**src/rtl/wci_pkg.sv**
```systemverilog
package wci_pkg;
  parameter int unsigned BE_W = 4;
  localparam int unsigned LANE_SEL_W = $clog2(BE_W);
  typedef enum logic [1:0] {ST_IDLE, ST_ADDR, ST_DATA} seq_state_e;
endpackage

```
**src/rtl/wci_be_map.sv**
```systemverilog
module wci_be_map #(
  parameter int unsigned BW = wci_pkg::BE_W,
  parameter int unsigned LW = $clog2(BW)
) (
  input  logic          host_i,
  input  logic [BW-1:0] hbe_n_i,
  input  logic [LW-1:0] na_i,
  input  logic          nbhe_n_i,
  output logic [BW-1:0] be_n_o
);
  logic [BW-1:0] lane_en;

  // narrow master: na[LW-1:1] picks a lane pair, na[0] and byte-high pick within it
  for (genvar g = 0; g < BW; g++) begin : g_lane
    localparam int unsigned PAIR = g / 2;
    if (g % 2 == 0) begin : g_even
      assign lane_en[g] = (32'(na_i[LW-1:1]) == PAIR) && !na_i[0];
    end else begin : g_odd
      assign lane_en[g] = (32'(na_i[LW-1:1]) == PAIR) && (na_i[0] || !nbhe_n_i);
    end
  end

  assign be_n_o = host_i ? hbe_n_i : ~lane_en;
endmodule

```
**src/rtl/wci_seq.sv**
```systemverilog
module wci_seq
  import wci_pkg::*;
(
  input  logic clk_i,
  input  logic rst_ni,
  input  logic req_i,
  input  logic rdy_i,
  input  logic stretch_i,
  output logic accept_o,
  output logic busy_o,
  output logic start_n_o,
  output logic cmd_n_o,
  output logic done_o
);
  seq_state_e st_q, st_d;
  logic       done_q;
  logic       finish;

  assign finish = (st_q == ST_DATA) && rdy_i && !stretch_i;

  always_comb begin
    st_d = st_q;
    unique case (st_q)
      ST_IDLE: if (req_i) st_d = ST_ADDR;
      ST_ADDR: st_d = ST_DATA;
      ST_DATA: if (finish) st_d = ST_IDLE;
      default: st_d = ST_IDLE;
    endcase
  end

  always_ff @(posedge clk_i or negedge rst_ni) begin
    if (!rst_ni) begin
      st_q   <= ST_IDLE;
      done_q <= 1'b0;
    end else begin
      st_q   <= st_d;
      done_q <= finish;
    end
  end

  assign accept_o  = (st_q == ST_IDLE) && req_i;
  assign busy_o    = (st_q != ST_IDLE);
  assign start_n_o = (st_q != ST_ADDR);
  assign cmd_n_o   = (st_q != ST_DATA);
  assign done_o    = done_q;

  a_r2_start_single: assert property (@(posedge clk_i) disable iff (!rst_ni)
    !start_n_o |=> (start_n_o && !cmd_n_o));
  a_r3_ready_ends: assert property (@(posedge clk_i) disable iff (!rst_ni)
    (!cmd_n_o && rdy_i && !stretch_i) |=> cmd_n_o);
  a_r3_not_ready_holds: assert property (@(posedge clk_i) disable iff (!rst_ni)
    (!cmd_n_o && !rdy_i) |=> !cmd_n_o);
  a_r4_stretch_holds: assert property (@(posedge clk_i) disable iff (!rst_ni)
    (!cmd_n_o && stretch_i) |=> !cmd_n_o);
  a_r5_done_at_release: assert property (@(posedge clk_i) disable iff (!rst_ni)
    done_o |-> (cmd_n_o && $past(!cmd_n_o)));
  a_r10_no_restart: assert property (@(posedge clk_i) disable iff (!rst_ni)
    (!cmd_n_o && req_i) |=> start_n_o);
endmodule

```
**src/rtl/wci_lock.sv**
```systemverilog
module wci_lock (
  input  logic clk_i,
  input  logic rst_ni,
  input  logic accept_i,
  input  logic host_i,
  input  logic hlock_i,
  output logic lock_n_o
);
  logic lock_q;

  always_ff @(posedge clk_i or negedge rst_ni) begin
    if (!rst_ni)                 lock_q <= 1'b0;
    else if (!hlock_i)           lock_q <= 1'b0;
    else if (accept_i && host_i) lock_q <= 1'b1;
  end

  assign lock_n_o = !lock_q;

  a_r9_release: assert property (@(posedge clk_i) disable iff (!rst_ni)
    !hlock_i |=> lock_n_o);
  a_r9_narrow_no_lock: assert property (@(posedge clk_i) disable iff (!rst_ni)
    (accept_i && !host_i && lock_n_o) |=> lock_n_o);
  a_r9_held: assert property (@(posedge clk_i) disable iff (!rst_ni)
    (!lock_n_o && hlock_i) |=> !lock_n_o);
endmodule

```
**src/rtl/wide_cycle_initiator.sv**
```systemverilog
module wide_cycle_initiator #(
  parameter int unsigned BW = wci_pkg::BE_W,
  parameter int unsigned LW = $clog2(BW)
) (
  input  logic          clk_i,
  input  logic          rst_ni,
  input  logic          req_i,
  input  logic          host_i,
  input  logic          mem_i,
  input  logic          write_i,
  input  logic [BW-1:0] hbe_n_i,
  input  logic [LW-1:0] na_i,
  input  logic          nbhe_n_i,
  input  logic          hlock_i,
  input  logic          rdy_i,
  input  logic          stretch_i,
  output logic          start_n_o,
  output logic          cmd_n_o,
  output logic [BW-1:0] be_n_o,
  output logic          mio_o,
  output logic          wr_o,
  output logic          lock_n_o,
  output logic          oe_o,
  output logic          done_o
);
  logic          accept, busy;
  logic [BW-1:0] be_n_map, be_n_q;
  logic          mem_q, wr_q;

  wci_be_map #(.BW(BW), .LW(LW)) u_be_map (
    .host_i   (host_i),
    .hbe_n_i  (hbe_n_i),
    .na_i     (na_i),
    .nbhe_n_i (nbhe_n_i),
    .be_n_o   (be_n_map)
  );

  wci_seq u_seq (
    .clk_i     (clk_i),
    .rst_ni    (rst_ni),
    .req_i     (req_i),
    .rdy_i     (rdy_i),
    .stretch_i (stretch_i),
    .accept_o  (accept),
    .busy_o    (busy),
    .start_n_o (start_n_o),
    .cmd_n_o   (cmd_n_o),
    .done_o    (done_o)
  );

  wci_lock u_lock (
    .clk_i    (clk_i),
    .rst_ni   (rst_ni),
    .accept_i (accept),
    .host_i   (host_i),
    .hlock_i  (hlock_i),
    .lock_n_o (lock_n_o)
  );

  // attributes frozen at acceptance for the whole cycle
  always_ff @(posedge clk_i or negedge rst_ni) begin
    if (!rst_ni) begin
      be_n_q <= '1;
      mem_q  <= 1'b0;
      wr_q   <= 1'b0;
    end else if (accept) begin
      be_n_q <= be_n_map;
      mem_q  <= mem_i;
      wr_q   <= write_i;
    end
  end

  assign oe_o   = busy;
  assign be_n_o = busy ? be_n_q : '1;
  assign mio_o  = busy && mem_q;
  assign wr_o   = busy && wr_q;

  a_r1_idle_quiet: assert property (@(posedge clk_i) disable iff (!rst_ni)
    !oe_o |-> (start_n_o && cmd_n_o && (be_n_o == '1) && !mio_o && !wr_o));
  a_r8_attrs_stable: assert property (@(posedge clk_i) disable iff (!rst_ni)
    (oe_o && !(!cmd_n_o && rdy_i && !stretch_i))
      |=> ($stable(be_n_o) && $stable(mio_o) && $stable(wr_o) && oe_o));
  a_r6_narrow_lanes: assert property (@(posedge clk_i) disable iff (!rst_ni)
    (accept && !host_i) |=> ($countones(~be_n_o) inside {1, 2}));
endmodule

```
**config.mk**
```make
export PLATFORM = sky130hd
export DESIGN_NAME = wide_cycle_initiator
export DESIGN_NICKNAME = d
export VERILOG_FILES = /design/src/rtl/wci_pkg.sv /design/src/rtl/wci_be_map.sv /design/src/rtl/wci_seq.sv /design/src/rtl/wci_lock.sv /design/src/rtl/wide_cycle_initiator.sv
export SDC_FILE = /design/constraint.sdc
export NUM_CORES = 1
export LEC_CHECK = 0
export CORE_MARGIN = 2
export CORE_UTILIZATION = 37
export CTS_CLUSTER_DIAMETER = 60
export DETAILED_ROUTE_END_ITERATION = 10
export PLACE_DENSITY_LB_ADDON = 0.3
export SYNTH_ARGS = -nofsm -noshare
export SYNTH_HDL_FRONTEND = slang
export SYNTH_SLANG_ARGS = --single-unit
export TNS_END_PERCENT = 50
```
**constraint.sdc**
```tcl
create_clock -name clk_i -period 1.52 [get_ports clk_i]
set_input_delay 0.228 -clock clk_i [delete_from_list [all_inputs] [get_ports clk_i]]
set_output_delay 0.228 -clock clk_i [all_outputs]
set_load 0.01 [all_outputs]
```
==> flow_metrics.tcl <==
set metrics [dict create \
    yosys_warnings 0 \
    design.die.area_um2 1690 \
    final_min_period_over_clock_period 0.952 \
    first_global_vias 414 \
    dieHeight_um 41.1 \
    r2r_start "u_seq.st_q[0]" \
    nature_of_the_critical_path_endpoint "primary output" \
    top_level_ports 27 \
    worst-r2r-cell-count 3 \
    synthDistinctLibCells 21 \
    synth.net_count 65 \
    areaGrowthSynthToFinish_pct 61.5 \
    grt_util_met1 0.164 \
    power_per_unit_of_standard_cell_area_nw_per_um2 1620 \
    nets 101 \
    share_of_final_layout_standard_cells_stronger_than_drive_strength_1 0.373 \
    numClockSinks 10 \
    io_buffers 26 \
    relative_max_transition_margin 0.702 \
    antenna_cells_inserted 0 \
    netlist.area_leader.share 0.294 \
    leading_area_contributor_after_synthesis "dfrtp_1" \
    global_route.usage.met2 0.289 \
    layout.cells.non_filler 98 \
    power.total_mw 1.33 \
    power_frac_seq 0.356 \
    grt_start_max_net_pins 11 \
    final_cell_mix "clkdlybuf4s50_1, nor2b_1, clkbuf_2, dfrtp_1, buf_4" \
    vdd.ir_drop.worst_mv 0.887 \
    number_of_buffers_created_by_cts 3 \
    hold_buffers 0 \
    grt_pass1_wl_um 1680 \
    synthCells 49 \
    grt_setup_unrepaired "no" \
    power.switching_mw 0.440 \
    detail_route.first_pass.iterations 4 \
    reg_to_reg_setup_timing_slack_ns 0.09 \
    clock-root-buffer "clkbuf_4" \
    worst-slew-pin-transition_ns 0.446 \
    drt_first_iter_violations 3 \
    drc_errors 0 \
    finalSetupViolations 0 \
    totalNegativeSetupSlack_ns 0 \
    max_freq_ghz 0.691 \
    design.core.area_um2 1300 \
    groute.layer.met3.usage 0.0489 \
    globalRouteTotalUtil 0.166 \
    clkSlewWorstSetupHoldPaths_ns 0.06 \
    status "finished, final reports clean" \
    synth.ff_latch_count 10 \
    startpoint_class "flip-flop" \
    critPathArrivalTime_ns 1.22 \
    fp-row-count 13 \
    grt_busiest_layer "met2" \
    final_core_utilization 0.634 \
    timing.hold.worst.class "in2async" \
    timing.final.max_slew_violations 0 \
    mostFrequentLayoutCell "clkdlybuf4s50_1" \
    routed-via-count 455 \
    cp_data_required_time_ns 1.29 \
    cap_viol_max_count 0 \
    globalplace.congestion 0.734 \
    final_antenna_net_count 0 \
    netSwitchingFraction 0.330 \
    netlist_top_cells_area "dfrtp_1, dfstp_2, nor2b_1" \
    ys_seq_area_frac 0.500 \
    start_util 0.392 \
    vias_per_cell 4.64 \
    global_route.overflow_total 0 \
    synth_area_per_cell_um2 10.4 \
    routedWlPerCell_um 11.5 \
    total_leakage_power_nw 0.375 \
    post_place_cells 94 \
    routed_wirelength_um 1130 \
    worst-path-max-fanout 3 \
    reg2reg_to "wr_q" \
    finalHoldViolations 0 \
    synthesis.area_um2 510 \
    antenna_found_initial 0 \
    p_clk_frac 0.131 \
    final.setup_skew_ns 0.00112 \
    final_period_minus_worst_setup_slack_ns 1.45 \
    die_width_um 41.1 \
    place.detailed.hpwl_um 897 \
    p_int_mw 0.893 \
    power_frac_comb 0.513 \
    critical_path_class "reg2out" \
    h-tree-depth 1 \
    clock_tree.buffer_depth 2 \
    cts_tree "yes" \
    clock_latency_ns 0.26 \
]
[metal layers]
metal / share of wire / vias to the layer above
li1: - / 230
met1: 0.40 / 209
met2: 0.53 / 14
met3: 0.049 / 2
met4: 0.017 / 0
met5: 0 / -
[sequential cells by signal (all words and copies together) (netlist names)]
name and cells:
wr_q 1, mem_q 1, u_seq.st_q 2, u_seq.done_o 1
u_lock.lock_q 1, be_n_q 4
[synthesized netlist by cell type, drive strengths merged]
library cell / instances
nor2: 1
nand2: 4
dfstp: 4
mux2: 2
or2b: 1
or3b: 1
or2: 4
clkbuf: 1
o21ai: 4
buf: 1
mux2i: 1
nor2b: 7
nor3b: 1
a31oi: 1
inv: 3
nand2b: 4
dfrtp: 6
o31ai: 3
[power by group through the flow]
stage                     Combinational (mW)  Sequential, mW  Clock [mW]
after CTS                              0.675           0.475       0.182
after global placement                 0.738           0.461           0
after global routing                   0.753           0.491       0.195
after floorplan                        0.350           0.457           0
after detailed placement               0.755           0.466           0
final                                  0.683           0.475       0.175
[per-stage QoR]
stage / hold slack (ns) / cell area (um2) / setup WS [ns]
after floorplan: -0.0676 / 510 / 0.205
after global placement: 0.452 / 820 / -0.0377
after detailed placement: 0.452 / 820 / -0.0822
after CTS: 0.292 / 836 / -0.00901
after global routing: 0.302 / 825 / 0.0142
final: 0.281 / 825 / 0.0732
[worst max path at each step]
| stage | start | slack [ns] | cells past startpoint | endpoint |
|---|---|---|---|---|
| after floorplan | u_seq.st_q[0] | 0.21 | 3 | wr_q |
| after global placement | req_i | -0.04 | 3 | wr_q |
| after detailed placement | u_seq.st_q[1] | -0.08 | 3 | be_n_o[1] |
| after CTS | u_seq.st_q[1] | -0.009 | 3 | be_n_o[1] |
| after global routing | u_lock.lock_q | 0.01 | 2 | lock_n_o |
| final | u_seq.st_q[0] | 0.07 | 3 | cmd_n_o |
[kinds of logic (layout without fill, tap and decap cells)]
group,Yosys count,after routing,synth area share
buf+inv,5,39,0.0515
simple gates,23,23,0.272
compound gates,8,8,0.105
mux,3,3,0.0711
flops,10,10,0.500
[area by class of cell]
cell class	instances	area [um2]
Fill cell	133	477
Timing Repair Buffer	33	280
Sequential cell	10	255
Multi-Input combinational cell	34	236
Clock buffer	3	22.5
Tap cell	15	18.8
Inverter	3	11.3
[worst max-delay path, stage by stage (launching register included)]
cell and delay [ns]:
dfrtp_1 0.41, buf_4 0.15, nand2b_1 0.16, clkdlybuf4s15_1 0.24
[what timing repair did]
action | CTS | global route
setup endpoints to repair | 9 | 8
pin swaps | 0 | 1
setup buffers | 0 | 1
endpoints found under the hold margin | 0 | 0
resized for setup | 15 | 16
(Power assumes the default switching activity.)
